$ cat config.mk
export PLATFORM = sky130hd
export DESIGN_NAME = pixbuf_addr_counter
export DESIGN_NICKNAME = d
export VERILOG_FILES = /design/src/rtl/pixbuf_pkg.sv /design/src/rtl/pixbuf_rst_sync.sv /design/src/rtl/pixbuf_strobe_edge.sv /design/src/rtl/pixbuf_count_core.sv /design/src/rtl/pixbuf_addr_counter.sv
export SDC_FILE = /design/constraint.sdc
export NUM_CORES = 1
export LEC_CHECK = 0
export CAP_MARGIN = 20
export CORE_UTILIZATION = 40
export CTS_CLUSTER_SIZE = 8
export DETAILED_ROUTE_END_ITERATION = 16
export GPL_TIMING_DRIVEN = 0
export PLACE_DENSITY_LB_ADDON = 0.15
export REMOVE_ABC_BUFFERS = 1
export SYNTH_ARGS = -nofsm -noshare
export SYNTH_HDL_FRONTEND = slang
export SYNTH_SLANG_ARGS = --single-unit
$ cat constraint.sdc
create_clock -name clk_pix -period 0.8 [get_ports clk_pix]
set_clock_uncertainty 0.1 [all_clocks]
set_input_delay 0.16 -clock clk_pix [delete_from_list [all_inputs] [get_ports clk_pix]]
set_output_delay 0.16 -clock clk_pix [all_outputs]
set_load 0.005 [all_outputs]
$ cat src/rtl/pixbuf_pkg.sv
package pixbuf_pkg;

    typedef enum logic [1:0] {
        SE_PRIME = 2'd0,
        SE_LOW   = 2'd1,
        SE_HIGH  = 2'd2
    } strobe_state_t;

    typedef enum logic [1:0] {
        ACT_HOLD = 2'd0,
        ACT_INC  = 2'd1,
        ACT_DEC  = 2'd2
    } count_act_t;

    typedef enum logic {
        MODE_FILL  = 1'b0,
        MODE_DRAIN = 1'b1
    } dir_mode_t;

endpackage

$ cat src/rtl/pixbuf_rst_sync.sv
module pixbuf_rst_sync #(
    parameter int STAGES = 2
) (
    input  logic clk,
    input  logic raw_rst_n,
    output logic sync_rst_n
);
    localparam int LAST = STAGES - 1;

    logic [LAST:0] chain_q;

    generate
        if (STAGES == 1) begin : g_single
            always_ff @(posedge clk or negedge raw_rst_n) begin
                if (!raw_rst_n) chain_q <= '0;
                else            chain_q <= 1'b1;
            end
        end else begin : g_multi
            always_ff @(posedge clk or negedge raw_rst_n) begin
                if (!raw_rst_n) chain_q <= '0;
                else            chain_q <= {chain_q[LAST-1:0], 1'b1};
            end
        end
    endgenerate

    assign sync_rst_n = chain_q[LAST];

    // The release may only follow a clock edge at which the raw reset was already inactive.
    assert_release_synced_R2: assert property (@(posedge clk)
        $rose(sync_rst_n) |-> $past(raw_rst_n));

endmodule

$ cat src/rtl/pixbuf_strobe_edge.sv
module pixbuf_strobe_edge
    import pixbuf_pkg::*;
#(
    parameter int SYNC_STAGES = 2
) (
    input  logic clk,
    input  logic rst_n,
    input  logic strobe_async,
    output logic rise_pulse
);
    localparam int LAST = SYNC_STAGES - 1;

    logic [LAST:0]  sync_q;
    logic           level;
    strobe_state_t  state_q, state_d;

    // Synchronizer chain: no reset, so it is already settled when reset is released.
    generate
        if (SYNC_STAGES == 1) begin : g_one
            always_ff @(posedge clk) sync_q <= strobe_async;
        end else begin : g_chain
            always_ff @(posedge clk) sync_q <= {sync_q[LAST-1:0], strobe_async};
        end
    endgenerate

    assign level = sync_q[LAST];

    // State register
    always_ff @(posedge clk or negedge rst_n) begin
        if (!rst_n) state_q <= SE_PRIME;
        else        state_q <= state_d;
    end

    // Next state and output
    always_comb begin
        state_d    = state_q;
        rise_pulse = 1'b0;
        unique case (state_q)
            SE_PRIME: state_d = level ? SE_HIGH : SE_LOW;
            SE_LOW: begin
                if (level) begin
                    state_d    = SE_HIGH;
                    rise_pulse = 1'b1;
                end
            end
            SE_HIGH: if (!level) state_d = SE_LOW;
            default: state_d = SE_PRIME;
        endcase
    end

    assert_pulse_single_R6: assert property (@(posedge clk) disable iff (!rst_n)
        rise_pulse |=> !rise_pulse);

    assert_no_pulse_after_prime_R10: assert property (@(posedge clk) disable iff (!rst_n)
        (state_q == SE_PRIME) |-> !rise_pulse);

endmodule

$ cat src/rtl/pixbuf_count_core.sv
module pixbuf_count_core
    import pixbuf_pkg::*;
#(
    parameter int ADDR_W = 22
) (
    input  logic              clk,
    input  logic              rst_n,
    input  dir_mode_t         mode,
    input  logic              fill_qual,
    input  logic              dec_pulse,
    output logic [ADDR_W-1:0] addr
);
    localparam logic [ADDR_W-1:0] ONE = ADDR_W'(1);

    count_act_t        act;
    logic [ADDR_W-1:0] addr_q;

    always_comb begin
        act = ACT_HOLD;
        unique case (mode)
            MODE_FILL:  act = fill_qual ? ACT_INC : ACT_HOLD;
            MODE_DRAIN: act = dec_pulse ? ACT_DEC : ACT_HOLD;
            default:    act = ACT_HOLD;
        endcase
    end

    always_ff @(posedge clk or negedge rst_n) begin
        if (!rst_n) begin
            addr_q <= '0;
        end else begin
            unique case (act)
                ACT_INC:  addr_q <= addr_q + ONE;
                ACT_DEC:  addr_q <= addr_q - ONE;
                ACT_HOLD: addr_q <= addr_q;
                default:  addr_q <= addr_q;
            endcase
        end
    end

    assign addr = addr_q;

    assert_clear_in_reset_R1: assert property (@(posedge clk)
        !rst_n |-> (addr_q == '0));

    assert_fill_step_R3: assert property (@(posedge clk) disable iff (!rst_n)
        (mode == MODE_FILL && fill_qual) |=> (addr_q == $past(addr_q) + ONE));

    assert_drain_step_R5: assert property (@(posedge clk) disable iff (!rst_n)
        (mode == MODE_DRAIN && dec_pulse) |=> (addr_q == $past(addr_q) - ONE));

    assert_cross_ignored_R8: assert property (@(posedge clk) disable iff (!rst_n)
        ((mode == MODE_FILL && !fill_qual) || (mode == MODE_DRAIN && !dec_pulse))
        |=> $stable(addr_q));

endmodule

$ cat src/rtl/pixbuf_addr_counter.sv
module pixbuf_addr_counter
    import pixbuf_pkg::*;
#(
    parameter int ADDR_W      = 22,
    parameter int RST_STAGES  = 2,
    parameter int SYNC_STAGES = 2
) (
    input  logic              clk_pix,
    input  logic              rst_a_n,
    input  logic              rst_b_n,
    input  logic              drain_mode,
    input  logic              line_vld,
    input  logic              frame_vld,
    input  logic              rd_stb,
    output logic [ADDR_W-1:0] buf_addr
);
    logic      raw_rst_n;
    logic      rst_n;
    logic      dec_pulse;
    logic      fill_qual;
    dir_mode_t mode;

    // Either source asserted means reset.
    assign raw_rst_n = rst_a_n & rst_b_n;
    assign fill_qual = !line_vld && !frame_vld;
    assign mode      = drain_mode ? MODE_DRAIN : MODE_FILL;

    pixbuf_rst_sync #(.STAGES(RST_STAGES)) rst_sync_i (
        .clk        (clk_pix),
        .raw_rst_n  (raw_rst_n),
        .sync_rst_n (rst_n)
    );

    pixbuf_strobe_edge #(.SYNC_STAGES(SYNC_STAGES)) strobe_i (
        .clk          (clk_pix),
        .rst_n        (rst_n),
        .strobe_async (rd_stb),
        .rise_pulse   (dec_pulse)
    );

    pixbuf_count_core #(.ADDR_W(ADDR_W)) core_i (
        .clk       (clk_pix),
        .rst_n     (rst_n),
        .mode      (mode),
        .fill_qual (fill_qual),
        .dec_pulse (dec_pulse),
        .addr      (buf_addr)
    );

    assert_dir_alone_R9: assert property (@(posedge clk_pix) disable iff (!rst_n)
        (drain_mode != $past(drain_mode) && !dec_pulse && drain_mode) |=> $stable(buf_addr));

endmodule

Yosys cells after proc, flatten, opt, wreduce, memory -nomap -nowiden. Cells that the tools add are included.

$add $sub $neg: 2. $mul: 0. Div/mod/pow operators: 0. Order comparisons: 0. Equality and inequality tests: 6. Shift operators: 0. Muxes and demuxes: 11. Bitwise operators: 2. Reduce and logical (&&, ||, !) cells: 6.

Operators with widths (count): case mux 22 bit (2 select lines) (1); adder 22 x 1 -> 22 bit (second input constant) (1); subtractor 22 x 1 -> 22 bit (second input constant) (1); 2-to-1 mux 2 bit (4); case mux 2 bit (3 select lines) (1); == test 2 x 1 -> 1 bit (second input constant) (2); == test 2 bit (second input constant) (2); 2-to-1 mux 1 bit (4); case mux 2 bit (2 select lines) (1); logical NOT 1 bit (2); logical NOT 2 bit (1); != test 2 x 1 -> 1 bit (second input constant) (1); != test 2 bit (second input constant) (1); AND reduction 2 bit (1); nonzero test 2 bit (1); bitwise AND 1 bit (1); logical AND 1 bit (1); NOT 1 bit (1).

Bits in registers: 28. Latch bits: 0. Bits in writable memories: 0. Memory bits (read-only): 0. Output and inout bits: 22. Memories: 0.

Depth between registers and ports, before layout. Gate-level depths: netlist of run 1.

Depth after elaboration: 6. Gate-level depth with buffers: 16.

Cells and area by module. Synthesis of run 1 repeated with hierarchy kept, for this count alone.

Cell total of the unflattened synthesis: 209. Area total of the unflattened synthesis: 1813.0 sq um.

Modules (own cells, without submodules): pixbuf_count_core (instances 1, cells each 197, area each 1637.8 sq um, sequential area each 550.5 sq um); pixbuf_strobe_edge (instances 1, cells each 7, area each 111.4 sq um, sequential area each 90.1 sq um); pixbuf_rst_sync (instances 1, cells each 3, area each 53.8 sq um, sequential area each 50.0 sq um); pixbuf_addr_counter (instances 1, cells each 2, area each 10.0 sq um, sequential area each 0.0 sq um).

Least setup slack after synthesis of run 1. OpenSTA, ideal clock, no wires.

Kind: reg-to-reg. From: register strobe_i.state_q[1]. To: register core_i.addr_q[14] (netlist: core_i.addr[14]). Arrival: 3537 ps. Data required time: 620 ps. Slack: -2917 ps. Stages on the path, launching flop included: 17. Buffers on the path: 5. Period minus slack after synthesis: 3717 ps. Path through: dfrtp_1 > and4b_1 > ha_1 > buf_2 > buf_2 > clkbuf_8 > clkbuf_1 > buf_2 > xor2_1 > ha_1 > inv_1 > o32a_1 > a211oi_1 > o21ai_1 > or3_1 > a31oi_1 > xnor2_1.

Cells in the longest elaborated chain, start to end: 6.

Ends and longest elaborated chain: start, declared (line pixbuf_strobe_edge.sv:15) `strobe_state_t state_q, state_d;`; start signal, assigned (line pixbuf_strobe_edge.sv:31) `else state_q <= state_d;`; == test 2 x 1 -> 1 bit (*) (line pixbuf_strobe_edge.sv:38) `unique case (state_q)`; 2-to-1 mux 1 bit (*) (line pixbuf_strobe_edge.sv:38); 2-to-1 mux 2 bit (*) (line pixbuf_count_core.sv:22) `MODE_DRAIN: act = dec_pulse ? ACT_DEC : ACT_HOLD;`; case mux 2 bit (2 select lines) (*) (line pixbuf_count_core.sv:20) `unique case (mode)`; == test 2 bit or == test 2 x 1 -> 1 bit (tied branches) (line pixbuf_count_core.sv:31) `unique case (act)`; case mux 22 bit (2 select lines) or nonzero test 2 bit (tied branches); end signal, assigned (line pixbuf_count_core.sv:32) `ACT_INC: addr_q <= addr_q + ONE;`; end signal, assigned (line pixbuf_count_core.sv:33) `ACT_DEC: addr_q <= addr_q - ONE;`; end signal, assigned (line pixbuf_count_core.sv:34) `ACT_HOLD: addr_q <= addr_q;`; end, declared (line pixbuf_count_core.sv:16) `logic [ADDR_W-1:0] addr_q;`.

Mark *: on every way between the ends. The rest lies on a longest branch, timed or not. A chain may end at the register's enable or synchronous reset.

Final worst setup path of run 1. Same ends and word-level chain as after synthesis.

==> results of run 1 <==
final cells by class:
type / count / share of cell area [%]
clock inverter: 1 / 0.725
antenna: 1 / 0.0604
timing repair buffer: 147 / 34.7
sequential: 28 / 17.4
inverter: 7 / 1.15
clock buffer: 3 / 0.997
multi-input combinational: 225 / 42.9
tap: 72 / 2.18
cells by family (layout without fill, tap and decap cells):
group,Yosys count,in the layout,synth area share [%]
AO/OA/AOI/OAI,84,84,24.6
adder cells (fa/ha/maj),3,3,1.56
multiplexers,3,3,1.35
XOR/XNOR,29,29,10.5
buffers and inverters,36,158,9.71
AND/OR/NAND/NOR,105,105,23.4
other,1,2,0.156
flip-flops,28,28,28.7
report_power, final:
part           switching [mW]  leakage, nW  total (mW)  internal [mW]
registers               0.865        0.315        2.90           2.04
logic                    3.28         1.41        8.12           4.84
clock network           0.500       0.0357        1.17          0.671
total                    4.64         1.76        12.2           7.54
placed cells by master (no fill, tap or decap), drive strengths merged, types with 3 or more instances in the layout:
master / Yosys / final
a211oi: 4 / 4
a21oi: 14 / 14
a31oi: 6 / 6
a32oi: 7 / 7
and2: 8 / 8
and3: 5 / 5
and3b: 3 / 3
buf: 15 / 137
clkbuf: 14 / 6
clkdlybuf4s50: 0 / 3
dfrtp: 26 / 26
ha: 3 / 3
inv: 6 / 5
nand2: 18 / 18
nand3: 3 / 3
nor2: 29 / 29
nor2b: 3 / 3
nor3: 12 / 12
nor4: 5 / 5
o211ai: 3 / 3
o21ai: 20 / 20
o22ai: 3 / 3
or3: 5 / 5
xnor2: 18 / 18
xor2: 11 / 11
per-stage QoR:
stage	hold slack [ns]	setup TNS, ns	power [mW]	setup slack (ns)	utilization [%]
floorplan	-0.134	-54.90	4.71	-2.82	-
global placement	0.210	-95.10	6.31	-3.78	45.6
detailed placement	0.218	-78.52	6.36	-3.01	46.1
CTS	0.0157	-50.74	11.2	-2.19	69.0
global route	0.0170	-53.17	12.9	-2.27	73.4
finish	0.0184	-50.16	12.2	-2.16	73.4
flip-flops by register name, summed over array words and instances, names as in the netlist:
signal / flops
core_i.addr: 22
rst_sync_i.chain_q: 2
strobe_i.state_q: 2
strobe_i.sync_q: 2
routing by layer:
layer | GRT usage (%) | vias up | routed length (µm) | part of all wire [%]
li1 | - | 1309 | - | -
met1 | 36.9 | 1371 | 3660 | 42
met2 | 45.4 | 138 | 4210 | 48
met3 | 3.66 | 43 | 559 | 6.3
met4 | 14.4 | 0 | 387 | 4.4
met5 | 0 | - | 0 | 0
path summary, 6_finish.rpt:
path | slack, ns | start | to
setup / recovery | -2.16 | strobe_i.state_q[1]$_DFFE_PN0P_ | core_i.addr[14]$_DFFE_PN0P_
hold / removal | 0.02 | rst_b_n | rst_sync_i.chain_q[1]$_DFF_PN0_
setup reg to reg | -2.16 | strobe_i.state_q[1]$_DFFE_PN0P_ | core_i.addr[14]$_DFFE_PN0P_
hold reg to reg | 0.15 | rst_sync_i.chain_q[1]$_DFF_PN0_ | core_i.addr[7]$_DFFE_PN0P_
max in group asynchronous | 0.17 | rst_sync_i.chain_q[1]$_DFF_PN0_ | core_i.addr[19]$_DFFE_PN0P_
min in group clk_pix | 0.21 | rd_stb | strobe_i.sync_q[0]$_DFF_P_
what timing repair did:
action,CTS,global route
endpoints found under the setup margin,68,46
endpoints found under the hold margin,0,0
resized for setup,220,41
buffers inserted,95,30
hold buffers,0,0
cloned,2,0
pin swaps,22,27
==> results.sh, run 1 <==
export IMPL_violations="setup timing"
export IMPL_start_util_pct=42.7
export IMPL_ys_types=73
export IMPL_io_pins=29
export IMPL_setup_viol=46
export IMPL_fp_coreArea_um2=5640
export IMPL_multi_input_area_um2=1780
export IMPL_initialDrtViolationCount=205
export IMPL_post_synth_cell_area_avg_um2=8.33
export IMPL_die_area_um2=6340
export IMPL_ys_async_sr_fraction_pct=92.9
export IMPL_port_buffers=28
export IMPL_required_ns=0.92
export IMPL_via_per_inst=5.91
export IMPL_synth_area_leaders="dfrtp_1 (27%), xnor2_1 (6.5%), nor2_1 (4.5%)"
export IMPL_finalHoldViolations=0
export IMPL_drv_cap=0
export IMPL_drtAntennaViolNets=0
export IMPL_h_tree_depth=1
export IMPL_grt_pass1_wl_um=13800
export IMPL_wire_per_inst_um=18.2
export IMPL_vdd_drop_max_mv=2.37
export IMPL_vias=2861
export IMPL_crit_type="flip-flop to flip-flop"
export IMPL_fillers=412
export IMPL_cts_sinks=28
export IMPL_grt_antenna_before_repair=1
export IMPL_grt_pass1_vias=2793
export IMPL_cp_depth=13
export IMPL_drcViolationCount=0
export IMPL_overflow=0
export IMPL_reg2regPathDepth=13
export IMPL_rows=27
export IMPL_numCtsBuffers=3
export IMPL_dpl_cell_area_um2=2600
export IMPL_synth_commonest_cells="nor2_1 (29), dfrtp_1 (26), nand2_1 (18), xnor2_1 (18), o21ai_0 (17)"
export IMPL_drv_slew=0
export IMPL_layout_cells_non_filler=484
export IMPL_drive_gt1_share_pct=54.3
export IMPL_dp_hpwl_um=3910
export IMPL_rsz0062_at_grt="yes"
export IMPL_grt_max_degree=25
export IMPL_hp_class="input pin to async pin"
export IMPL_period_minus_slack_ns=2.96
export IMPL_arrival_ns=3.07
export IMPL_cts_tree="yes"
export IMPL_clockBufferDepth=2
export IMPL_synth_yosys_seq_area_share_pct=28.7
export IMPL_synth_edff_count=0
export IMPL_synth_top_area_share_pct=27.0
export IMPL_slowest_delay_ns=0.38
export IMPL_die_h_um=79.6
export IMPL_cp_common_cell="o21ai_2"
export IMPL_layout_setup_ws_ns=-2.16
export IMPL_fin_crit_sh_pct=369
export IMPL_ys_ff_latch=28
export IMPL_grt_total_usage_pct=28.3
export IMPL_worst_slew_pin_transition_ns=0.561
export IMPL_fmax_mhz=338
export IMPL_leakage_nw=1.76
export IMPL_fin_nets=422
export IMPL_path_buf_inv=2
export IMPL_slew_limit_headroom_pct=62.2
export IMPL_clock_latency_ns=0.28
export IMPL_syn_cell_area_um2=2410
export IMPL_place_inst=361
export IMPL_wl_um=8820
export IMPL_crit_fanout=4
export IMPL_crit_chain="and4b_2 > ha_4 > buf_16 > xor2_1 > ha_2 > buf_6 > and3b_1 > o21ai_2 > a211oi_2 > o21ai_2 > or3_1 > a31oi_1 > xnor2_1"
export IMPL_ys_flop_type="dfrtp_1"
export IMPL_finalInstanceArea_um2=4140
export IMPL_first_pass_iters=5
export IMPL_cellPowerDensity_nw_per_um2=2940
export IMPL_yosys_area_top_type="dfrtp_1"
export IMPL_cp_end_kind="flip-flop"
export IMPL_path_delay_family="simple AND/OR/NAND/NOR gates"
export IMPL_clockRootBuffer="clkbuf_8"
export IMPL_die_x_um=79.6
export IMPL_clk_pin_slew_ns=0.11
export IMPL_place_congestion=0.826
export IMPL_syn_inst=289
export IMPL_final_seq_area_um2=719
export IMPL_yosys_warnings=0
export IMPL_syn_to_final_growth_pct=71.9
export IMPL_synth_most_common_cell="nor2_1"
export IMPL_slowest_stage="dfrtp_1"
export IMPL_outcome="finished with violations"
export IMPL_crit_path_start_kind="flip-flop"
(Power assumes the default switching activity.)
==> run 2: changes to the inputs <==
--- a/config.mk
+++ b/config.mk
@@ -12,6 +12,7 @@
 export GPL_TIMING_DRIVEN = 0
 export PLACE_DENSITY_LB_ADDON = 0.15
 export REMOVE_ABC_BUFFERS = 1
+export SETUP_SLACK_MARGIN = 0.02
 export SYNTH_ARGS = -nofsm -noshare
 export SYNTH_HDL_FRONTEND = slang
 export SYNTH_SLANG_ARGS = --single-unit
==> results of run 2 <==
Same layout as run 1: the final DEF is identical, and so are final timing and power.
==> run 3: changes to the inputs <==
--- a/config.mk
+++ b/config.mk
@@ -6,6 +6,7 @@
 export NUM_CORES = 1
 export LEC_CHECK = 0
 export CAP_MARGIN = 20
+export CORE_MARGIN = 2
 export CORE_UTILIZATION = 40
 export CTS_CLUSTER_SIZE = 8
 export DETAILED_ROUTE_END_ITERATION = 16
==> run 3 against run 2 <==
  * The flow still finishes with violations (setup timing)
  * First-iteration DRC count increased by 24%
  * Worst hold slack improved by 0.0037 ns
  * Register-to-register slack got worse by 0.09 ns
  * Clock power about the same
  * Final cell count decreased by 2.5%
  * Combinational power decreased by 5.0%
  * Sequential cell count unchanged
  * Worst setup slack got worse by 0.092 ns
  * Die area increased by 5.1%
==> results.sh, run 3 (synthesized netlist as in run 1, its figures left out) <==
export IMPL_outcome="finished with violations"
export IMPL_violations="setup timing"
export IMPL_vdd_drop_max_mv=1.76
export IMPL_drtAntennaViolNets=0
export IMPL_cellPowerDensity_nw_per_um2=2950
export IMPL_clockRootBuffer="clkbuf_8"
export IMPL_overflow=0
export IMPL_drive_gt1_share_pct=52.9
export IMPL_period_minus_slack_ns=3.05
export IMPL_leakage_nw=1.65
export IMPL_clk_pin_slew_ns=0.11
export IMPL_place_congestion=0.866
export IMPL_start_util_pct=40.9
export IMPL_syn_to_final_growth_pct=65.9
export IMPL_drcViolationCount=0
export IMPL_io_pins=29
export IMPL_fin_crit_sh_pct=381
export IMPL_fin_nets=408
export IMPL_worst_slew_pin_transition_ns=0.923
export IMPL_fp_coreArea_um2=5890
export IMPL_slowest_delay_ns=0.43
export IMPL_drv_cap=0
export IMPL_cts_sinks=28
export IMPL_crit_path_start_kind="flip-flop"
export IMPL_rows=28
export IMPL_cts_tree="yes"
export IMPL_crit_chain="and4b_2 > ha_4 > buf_16 > xor2_1 > ha_2 > inv_2 > o32a_1 > buf_4 > buf_6 > and2_4 > o21ai_4 > buf_6 > o2bb2ai_4 > a211oi_2 > xor2_1"
export IMPL_crit_fanout=4
export IMPL_hold_buffers=0
export IMPL_wl_um=8850
export IMPL_die_x_um=81.6
export IMPL_fmax_mhz=328
export IMPL_clockBufferDepth=2
export IMPL_drv_slew=0
export IMPL_die_h_um=81.6
export IMPL_die_area_um2=6660
export IMPL_wire_per_inst_um=18.7
export IMPL_fillers=468
export IMPL_grt_pass1_wl_um=13600
export IMPL_combPwrFrac_pct=65.4
export IMPL_arrival_ns=3.13
export IMPL_grt_pass1_vias=2681
export IMPL_p_sw_mw=4.59
export IMPL_cp_end_kind="flip-flop"
export IMPL_hp_class="input pin to async pin"
export IMPL_port_buffers=28
export IMPL_initialDrtViolationCount=255
export IMPL_required_ns=0.88
export IMPL_multi_input_area_um2=1810
export IMPL_total_power_mw=11.8
export IMPL_crit_type="flip-flop to flip-flop"
export IMPL_final_common_cell="buf_4"
export IMPL_grt_antenna_before_repair=0
export IMPL_grt_max_degree=25
export IMPL_holdWs_ns=0.0221
export IMPL_layout_setup_ws_ns=-2.25
export IMPL_clock_latency_ns=0.29
export IMPL_grt_total_usage_pct=26.7
export IMPL_first_pass_iters=4
export IMPL_final_core_util_pct=67.9
export IMPL_numCtsBuffers=3
export IMPL_power_frac_seq_pct=24.3
export IMPL_slowest_stage="dfrtp_1"
export IMPL_rsz0062_at_grt="yes"
export IMPL_h_tree_depth=1
export IMPL_swShare_pct=38.9
export IMPL_slew_limit_headroom_pct=37.9
export IMPL_layout_common_cells="buf_4 (62), buf_6 (54), nor2_1 (28)"
export IMPL_via_per_inst=5.83
export IMPL_dp_hpwl_um=4060
export IMPL_p_int_mw=7.19
export IMPL_finalHoldViolations=0
export IMPL_largest_register_ffs=22
export IMPL_n_antenna_cell=0
export IMPL_clkPwrFrac_pct=10.2
export IMPL_dp_worst_setup_slack_ns=-3.02
export IMPL_final_seq_area_um2=718
export IMPL_vias=2753
export IMPL_setup_viol=46
run 3: worst max-delay path: cells and delay by family (launching register included):
kind                     cells  cell delay, ns
flip-flops                   1            0.43
buffers and inverters        5            0.56
adder cells (fa/ha/maj)      2            0.40
AO/OA/AOI/OAI                4            0.72
AND/OR/NAND/NOR              2            0.40
XOR/XNOR                     2            0.31
run 3: path summary, 6_finish.rpt:
kind,start,to,slack [ns],depth (start not counted)
max in group asynchronous,rst_sync_i.chain_q[1]$_DFF_PN0_,core_i.addr[19]$_DFFE_PN0P_,0.17,0
max reg2reg,strobe_i.state_q[0]$_DFFE_PN0P_,core_i.addr[12]$_DFFE_PN0P_,-2.25,15
min,rst_a_n,rst_sync_i.chain_q[1]$_DFF_PN0_,0.02,2
min reg2reg,rst_sync_i.chain_q[1]$_DFF_PN0_,core_i.addr[5]$_DFFE_PN0P_,0.15,0
min in group clk_pix,rd_stb,strobe_i.sync_q[0]$_DFF_P_,0.22,1
max,strobe_i.state_q[0]$_DFFE_PN0P_,core_i.addr[12]$_DFFE_PN0P_,-2.25,15
run 3: power groups by stage:
stage	Combinational (mW)	Sequential, mW	Clock, mW
after floorplan	1.62	3.08	0
after global placement	2.94	3.42	0
after detailed placement	2.98	3.42	0
after CTS	6.80	2.85	1.21
after global routing	8.22	2.97	1.28
final	7.71	2.87	1.20
run 3: layout make-up:
| class | instances | share of cell area [%] |
|---|---|---|
| multi-input combinational | 225 | 45.3 |
| timing repair buffer | 133 | 31.7 |
| sequential | 28 | 18.0 |
| tap | 75 | 2.35 |
| clock buffer | 3 | 1.03 |
| inverter | 7 | 0.877 |
| clock inverter | 1 | 0.751 |
run 3: through the flow:
stage	area, µm²	std cells	TNS, ns
floorplan	2200	260	-54.90
CTS	3750	452	-50.30
global route	4000	472	-54.89
global placement	2570	363	-98.16
finish	4000	472	-52.07
detailed placement	2610	364	-79.41
run 3: what timing repair did:
item | CTS | global route
endpoints found under the setup margin | 68 | 46
pin swaps | 24 | 29
buffers inserted | 83 | 28
gates resized for setup | 199 | 47
gates cloned | 1 | 0
run 3: routing by layer:
layer  GRT usage [%]  vias up  part of all wire [%]
li1                -     1272                     -
met3            3.63       25                   6.8
met1            33.9     1346                    40
met2            45.9      110                    50
met5               0        -                     0
met4            10.3        0                   2.5
